`config.mk`:
```
export PLATFORM = sky130hd
export DESIGN_NAME = sag_top
export DESIGN_NICKNAME = d
export VERILOG_FILES = /design/src/rtl/sag_pkg.sv /design/src/rtl/sag_seg_select.sv /design/src/rtl/sag_carry_add.sv /design/src/rtl/sag_out_reg.sv /design/src/rtl/sag_top.sv
export SDC_FILE = /design/constraint.sdc
export NUM_CORES = 1
export LEC_CHECK = 0
export ABC_CLOCK_PERIOD_IN_PS = 2700
export BUFFER_PORTS_ARGS = -buffer_cell sky130_fd_sc_hd__buf_2
export CAP_MARGIN = 25
export CELL_PAD_IN_SITES_DETAIL_PLACEMENT = 2
export CELL_PAD_IN_SITES_GLOBAL_PLACEMENT = 2
export CORE_ASPECT_RATIO = 0.9
export CORE_MARGIN = 4
export CORE_UTILIZATION = 30
export DETAILED_ROUTE_END_ITERATION = 8
export PLACE_DENSITY = 0.89
export SETUP_SLACK_MARGIN = 0.02
export SLEW_MARGIN = 15
export SYNTH_ARGS = -nofsm -noshare
export SYNTH_HDL_FRONTEND = slang
export SYNTH_SLANG_ARGS = --single-unit
```
`constraint.sdc`:
```
create_clock -name clk -period 2.7 [get_ports clk]
set_input_delay 0.27 -clock clk [delete_from_list [all_inputs] [get_ports clk]]
set_output_delay 0.27 -clock clk [all_outputs]
set_load 0.005 [all_outputs]
```
`src/rtl/sag_pkg.sv`:
```
package sag_pkg;

  typedef enum logic [1:0] {
    ACC_FETCH = 2'b00,
    ACC_DATA  = 2'b01,
    ACC_STACK = 2'b10,
    ACC_DATA2 = 2'b11
  } acc_kind_e;

  typedef enum logic [2:0] {
    PST_HOLD = 3'd0,
    PST_INC1 = 3'd1,
    PST_INC2 = 3'd2,
    PST_DEC1 = 3'd3,
    PST_DEC2 = 3'd4,
    PST_REL  = 3'd5,
    PST_RSV6 = 3'd6,
    PST_RSV7 = 3'd7
  } ptr_step_e;

endpackage

```
`src/rtl/sag_seg_select.sv`:
```
module sag_seg_select
  import sag_pkg::*;
#(
  parameter int SEG_W = 8,
  parameter int OFF_W = 8
) (
  input  acc_kind_e           kind,
  input  logic                xseg,
  input  logic [SEG_W-1:0]    cs,
  input  logic [SEG_W-1:0]    ds,
  input  logic [SEG_W-1:0]    es,
  input  logic [SEG_W-1:0]    ss,
  input  logic [OFF_W-1:0]    ip,
  input  logic [OFF_W-1:0]    sp,
  input  logic [OFF_W-1:0]    doff,
  input  logic                ip_cy,
  input  logic                sp_cy,
  output logic [SEG_W-1:0]    seg,
  output logic [OFF_W-1:0]    off,
  output logic                cy_en
);

  always_comb begin
    unique case (kind)
      ACC_FETCH: begin
        seg   = cs;
        off   = ip;
        cy_en = ip_cy;
      end
      ACC_STACK: begin
        seg   = xseg ? es : ss;
        off   = sp;
        cy_en = sp_cy;
      end
      default: begin
        seg   = xseg ? es : ds;
        off   = doff;
        cy_en = 1'b0;
      end
    endcase
  end

endmodule

```
`src/rtl/sag_carry_add.sv`:
```
module sag_carry_add #(
  parameter int SEG_W = 8,
  parameter int OFF_W = 8
) (
  input  logic [SEG_W-1:0] seg,
  input  logic [OFF_W-1:0] off,
  input  logic [OFF_W-1:0] delta,
  input  logic             cy_en,
  output logic [SEG_W-1:0] seg_o,
  output logic [OFF_W-1:0] off_o
);

  localparam int SUM_W = OFF_W + 2;

  logic [SUM_W-1:0] sum;
  logic [1:0]       excess;

  always_comb begin
    sum    = {2'b00, off} + {{2{delta[OFF_W-1]}}, delta};
    excess = sum[SUM_W-1:OFF_W];
    off_o  = sum[OFF_W-1:0];
    seg_o  = seg;
    if (cy_en) begin
      unique case (excess)
        2'b01:   seg_o = seg + SEG_W'(1);
        2'b11:   seg_o = seg - SEG_W'(1);
        default: seg_o = seg;
      endcase
    end
  end

endmodule

```
`src/rtl/sag_out_reg.sv`:
```
module sag_out_reg #(
  parameter int W = 8
) (
  input  logic         clk,
  input  logic         rst_n,
  input  logic         in_valid,
  output logic         in_ready,
  input  logic [W-1:0] in_data,
  output logic         out_valid,
  input  logic         out_ready,
  output logic [W-1:0] out_data
);

  logic take;

  assign in_ready = !out_valid || out_ready;
  assign take     = in_valid && in_ready;

  always_ff @(posedge clk or negedge rst_n) begin
    if (!rst_n) begin
      out_valid <= 1'b0;
    end else if (take) begin
      out_valid <= 1'b1;
    end else if (out_ready) begin
      out_valid <= 1'b0;
    end
  end

  always_ff @(posedge clk) begin
    if (take) begin
      out_data <= in_data;
    end
  end

endmodule

```
`src/rtl/sag_top.sv`:
```
module sag_top
  import sag_pkg::*;
#(
  parameter int SEG_W = 8,
  parameter int OFF_W = 8
) (
  input  logic                     clk,
  input  logic                     rst_n,
  input  logic                     req_valid,
  output logic                     req_ready,
  input  logic [1:0]               req_kind,
  input  logic                     req_xseg,
  input  logic                     req_tgt,
  input  logic [2:0]               req_op,
  input  logic [OFF_W-1:0]         req_rel,
  input  logic                     req_ip_cy,
  input  logic                     req_sp_cy,
  input  logic [SEG_W-1:0]         req_cs,
  input  logic [SEG_W-1:0]         req_ds,
  input  logic [SEG_W-1:0]         req_es,
  input  logic [SEG_W-1:0]         req_ss,
  input  logic [OFF_W-1:0]         req_ip,
  input  logic [OFF_W-1:0]         req_sp,
  input  logic [OFF_W-1:0]         req_doff,
  output logic                     rsp_valid,
  input  logic                     rsp_ready,
  output logic [SEG_W+OFF_W-1:0]   rsp_addr0,
  output logic [SEG_W+OFF_W-1:0]   rsp_addr1,
  output logic [OFF_W-1:0]         rsp_ptr,
  output logic [SEG_W-1:0]         rsp_seg
);

  localparam int ADDR_W = SEG_W + OFF_W;
  localparam int RES_W  = 2 * ADDR_W + OFF_W + SEG_W;

  // access segment and offset
  logic [SEG_W-1:0] acc_seg;
  logic [OFF_W-1:0] acc_off;
  logic             acc_cy;

  sag_seg_select #(.SEG_W(SEG_W), .OFF_W(OFF_W)) u_sel (
    .kind  (acc_kind_e'(req_kind)),
    .xseg  (req_xseg),
    .cs    (req_cs),
    .ds    (req_ds),
    .es    (req_es),
    .ss    (req_ss),
    .ip    (req_ip),
    .sp    (req_sp),
    .doff  (req_doff),
    .ip_cy (req_ip_cy),
    .sp_cy (req_sp_cy),
    .seg   (acc_seg),
    .off   (acc_off),
    .cy_en (acc_cy)
  );

  // second byte of a 16-bit transfer
  logic [SEG_W-1:0] nxt_seg;
  logic [OFF_W-1:0] nxt_off;

  sag_carry_add #(.SEG_W(SEG_W), .OFF_W(OFF_W)) u_next (
    .seg   (acc_seg),
    .off   (acc_off),
    .delta (OFF_W'(1)),
    .cy_en (acc_cy),
    .seg_o (nxt_seg),
    .off_o (nxt_off)
  );

  // pointer update on the chosen pair
  logic [SEG_W-1:0] pr_seg;
  logic [OFF_W-1:0] pr_ptr;
  logic             pr_cy;
  logic [OFF_W-1:0] step;

  always_comb begin
    pr_seg = req_tgt ? req_ss    : req_cs;
    pr_ptr = req_tgt ? req_sp    : req_ip;
    pr_cy  = req_tgt ? req_sp_cy : req_ip_cy;
  end

  always_comb begin
    unique case (ptr_step_e'(req_op))
      PST_INC1: step = OFF_W'(1);
      PST_INC2: step = OFF_W'(2);
      PST_DEC1: step = {OFF_W{1'b1}};
      PST_DEC2: step = ~OFF_W'(1);
      PST_REL:  step = req_rel;
      default:  step = '0;
    endcase
  end

  logic [SEG_W-1:0] upd_seg;
  logic [OFF_W-1:0] upd_ptr;

  sag_carry_add #(.SEG_W(SEG_W), .OFF_W(OFF_W)) u_ptr (
    .seg   (pr_seg),
    .off   (pr_ptr),
    .delta (step),
    .cy_en (pr_cy),
    .seg_o (upd_seg),
    .off_o (upd_ptr)
  );

  // output stage
  logic [RES_W-1:0] res_in;
  logic [RES_W-1:0] res_out;

  assign res_in = {acc_seg, acc_off, nxt_seg, nxt_off, upd_ptr, upd_seg};

  sag_out_reg #(.W(RES_W)) u_out (
    .clk       (clk),
    .rst_n     (rst_n),
    .in_valid  (req_valid),
    .in_ready  (req_ready),
    .in_data   (res_in),
    .out_valid (rsp_valid),
    .out_ready (rsp_ready),
    .out_data  (res_out)
  );

  assign {rsp_addr0, rsp_addr1, rsp_ptr, rsp_seg} = res_out;

endmodule

```
==> results.sh <==
export IMPL_cts_sinks=49
export IMPL_yosysTopAreaCell="edfxtp_1"
export IMPL_die_h_um=110.8
export IMPL_final_hold_violation_count=0
export IMPL_p_sw_w=0.0008435
export IMPL_pwr_density_cell_nw_per_um2=482.6
export IMPL_tightest_slew_ns=0.8072
export IMPL_grt_remaining_overflow=0
export IMPL_drt_initial_drc_count=247
export IMPL_fill_cells=1192
export IMPL_firstDrtPassIters=4
export IMPL_grtUsageMet3_pct=2.755
export IMPL_slew_headroom_pct=46.02
export IMPL_synth_area_leaders="edfxtp_1 41%, mux2i_1 7.1%, ha_1 5.3%"
export IMPL_antenna_found_initial=2
export IMPL_ir_drop_uv=227.4
export IMPL_first_global_vias=4189
export IMPL_drv_slew=0
export IMPL_rsz0062_at_grt="true"
export IMPL_pre_cts_slack_ns=-1.493
export IMPL_use_met2_pct=45.66
export IMPL_setup_viol=8
export IMPL_multi_input_area_um2=2281
export IMPL_grt_pass1_wl_um=24870
export IMPL_synth_edff_count=48
export IMPL_setup_slack_ns=-1.166
export IMPL_endpoint_kind="flip-flop"
export IMPL_use_met1_pct=26.42
export IMPL_layout_nets=635
export IMPL_die_area_um2=13530
export IMPL_ant_nets=0
export IMPL_synth_seq_cells=49
export IMPL_holdPathStages=2
export IMPL_clock_path_buffers=2
export IMPL_avgSynthCellArea_um2=10.35
export IMPL_utilization_pct=48.21
export IMPL_yosys_most_used_dff="edfxtp_1"
export IMPL_drive_gt1_share_pct=54.51
export IMPL_fin_worst_skew_ns=0.009949
export IMPL_netlist_area_um2=3520
export IMPL_p_int_w=0.001817
export IMPL_ys_seq_area_share_pct=41.66
export IMPL_ioPinCount=127
export IMPL_power_frac_seq_pct=35.5
export IMPL_insertion_delay_ns=0.29
export IMPL_cts_tree="built"
export IMPL_synth_cell_types=60
export IMPL_numCtsBuffers=5
export IMPL_cp_start_kind="input port"
export IMPL_port_buffers=126
export IMPL_syn2layout_area_growth_pct=56.63
export IMPL_violations="setup timing"
export IMPL_criticalPathCategory="in -> reg"
export IMPL_die_w_um=122.2
export IMPL_placed_area_um2=4813
export IMPL_status="complete, but fails checks"
export IMPL_p_leak_nw=2.389
export IMPL_track_usage_pct=23.80
export IMPL_htree_levels=2
export IMPL_cp_max_fo=5
export IMPL_fin_crit_sh_pct=143.2
export IMPL_arrival_ns=3.91
export IMPL_yosys_warnings=0
export IMPL_period_minus_slack_ns=3.866
export IMPL_num_rows=37
export IMPL_pwr_share_clk_pct=28.5
export IMPL_clkSlewWorstSetupHoldPaths_ns=0.08
export IMPL_comb_power_share_pct=36.1
export IMPL_cap_violations=0
export IMPL_stdcell_area_um2=5513
export IMPL_syn_inst=340
export IMPL_hpwl_um=11510
export IMPL_cp_required_ns=2.74
export IMPL_switching_share_pct=31.70
export IMPL_grt_max_degree=26
export IMPL_tns_ns=-7.217
export IMPL_synth_top_cell_area_share_pct=40.95
export IMPL_fp_coreArea_um2=11430
export IMPL_synth_nets=433
export IMPL_seqCellArea_um2=1466
export IMPL_routabilityCongestion=0.8628
export IMPL_wire_per_inst_um=25.57
export IMPL_routed_via_density=5.298
export IMPL_hold_path_class="in -> reg"
export IMPL_drc=0
export IMPL_reg2reg_depth=3
export IMPL_vias=3714
export IMPL_async_flop_share_pct=2.041
export IMPL_start_util_pct=30.78
export IMPL_wl_um=17930
export IMPL_timing_fmax_mhz=258.6
export IMPL_grt_busiest_layer="met2"
export IMPL_cts_root_buf="clkbuf_16"
-- per-layer routing --
layer | up-vias | part of all wire (%)
met5 | - | 0
met4 | 0 | 4.2
met3 | 49 | 4.9
met2 | 151 | 55
li1 | 1651 | -
met1 | 1863 | 36
-- cells by family (layout without fill, tap and decap cells) --
family                   after synthesis  in the layout  synth area share [%]
AND/OR/NAND/NOR                       97             97                 14.29
AO/OA/AOI/OAI                         81             81                 15.39
flip-flops                            49             49                 41.66
multiplexers                          40             40                 12.23
buffers and inverters                 30            233                 3.804
XOR/XNOR                              27             27                 6.719
adder cells (fa/ha/maj)               16             16                 5.901
other                                  0              2                     0
-- cells in the final DEF (no fill, tap or decap), drive strengths merged, types with 14 or more instances in the layout --
cell type  netlist  layout
buf             10     206
edfxtp          48      48
a21oi           35      35
nor2            34      34
mux2i           26      26
xnor2           19      19
inv             18      18
o21ai           18      18
nand2           17      17
ha              15      15
mux2            14      14
-- metrics by stage --
step / total power (W) / std cells / hold slack, ns
final: 0.002661 / 701 / 0.1996
after global routing: 0.002755 / 701 / 0.2021
after CTS: 0.002540 / 693 / 0.1987
after detailed placement: 0.001700 / 669 / 0.04619
after global placement: 0.001639 / 669 / 0.04503
after floorplan: 0.001341 / 340 / -0.02559
-- cell usage after synthesis, types with 7 or more instances --
cell type  number
ha_1           15
buf_2           7
nand2_1        16
xor2_1          8
nor2_1         34
inv_1          17
nor3_1          9
a21oi_1        34
o21ai_0        15
nand3_1         7
xnor2_1        19
edfxtp_1       48
mux2i_1        25
nand2b_1        9
mux2_2         14
-- critical path: stages --
cell	delay, ns
buf_12	0.09
inv_12	0.03
ha_4	0.32
a21oi_4	0.08
a21oi_2	0.16
nor2_1	0.08
ha_2	0.19
fa_2	0.39
a211oi_4	0.25
o211ai_2	0.16
a2111oi_4	0.42
mux2i_4	0.17
inv_6	0.12
xnor2_4	0.08
ha_4	0.18
nand2b_4	0.16
nand2_4	0.08
a21oi_2	0.06
o21ai_1	0.29
a22oi_2	0.15
xnor2_2	0.17
-- flip-flops by register name, indices dropped and copies added, names as in the netlist --
signal	flops
u_out.out_data	48
u_out.out_valid	1
-- layout make-up --
type,count,share of cell area [%]
Tap cell,156,3.541
Timing Repair Buffer,207,23.60
Multi-Input combinational cell,261,41.38
Inverter,18,1.589
Clock buffer,6,2.519
Sequential cell,49,26.60
Antenna cell,2,0.09079
Clock inverter,2,0.6809
-- worst paths after layout --
kind / from / end / slack (ns)
max: req_op[2] / u_out.out_data[6] / -1.17
min: req_valid / u_out.out_valid / 0.20
max reg2reg: u_out.out_valid / u_out.out_data[23] / 1.02
min reg2reg: u_out.out_valid / u_out.out_valid / 0.55
max in group asynchronous: rst_n / u_out.out_valid / 2.32
min in group asynchronous: rst_n / u_out.out_valid / 0.30
-- repair_timing --
action,in CTS,in global routing
endpoints found under the hold margin,1,0
gates resized for setup,44,31
hold buffers,1,0
setup endpoints to repair,9,8
setup buffers,16,9
pin swaps,26,7
-- power groups by stage --
stage | sequential (W) | clock [W] | combinational, W
after global routing | 0.000951 | 0.000788 | 0.00102
final | 0.000944 | 0.000758 | 0.000959
after detailed placement | 0.000961 | 0 | 0.000739
after global placement | 0.000954 | 0 | 0.000685
after CTS | 0.000944 | 0.000764 | 0.000832
after floorplan | 0.000964 | 0 | 0.000377
No activity file was read; power rests on OpenSTA's default activity.
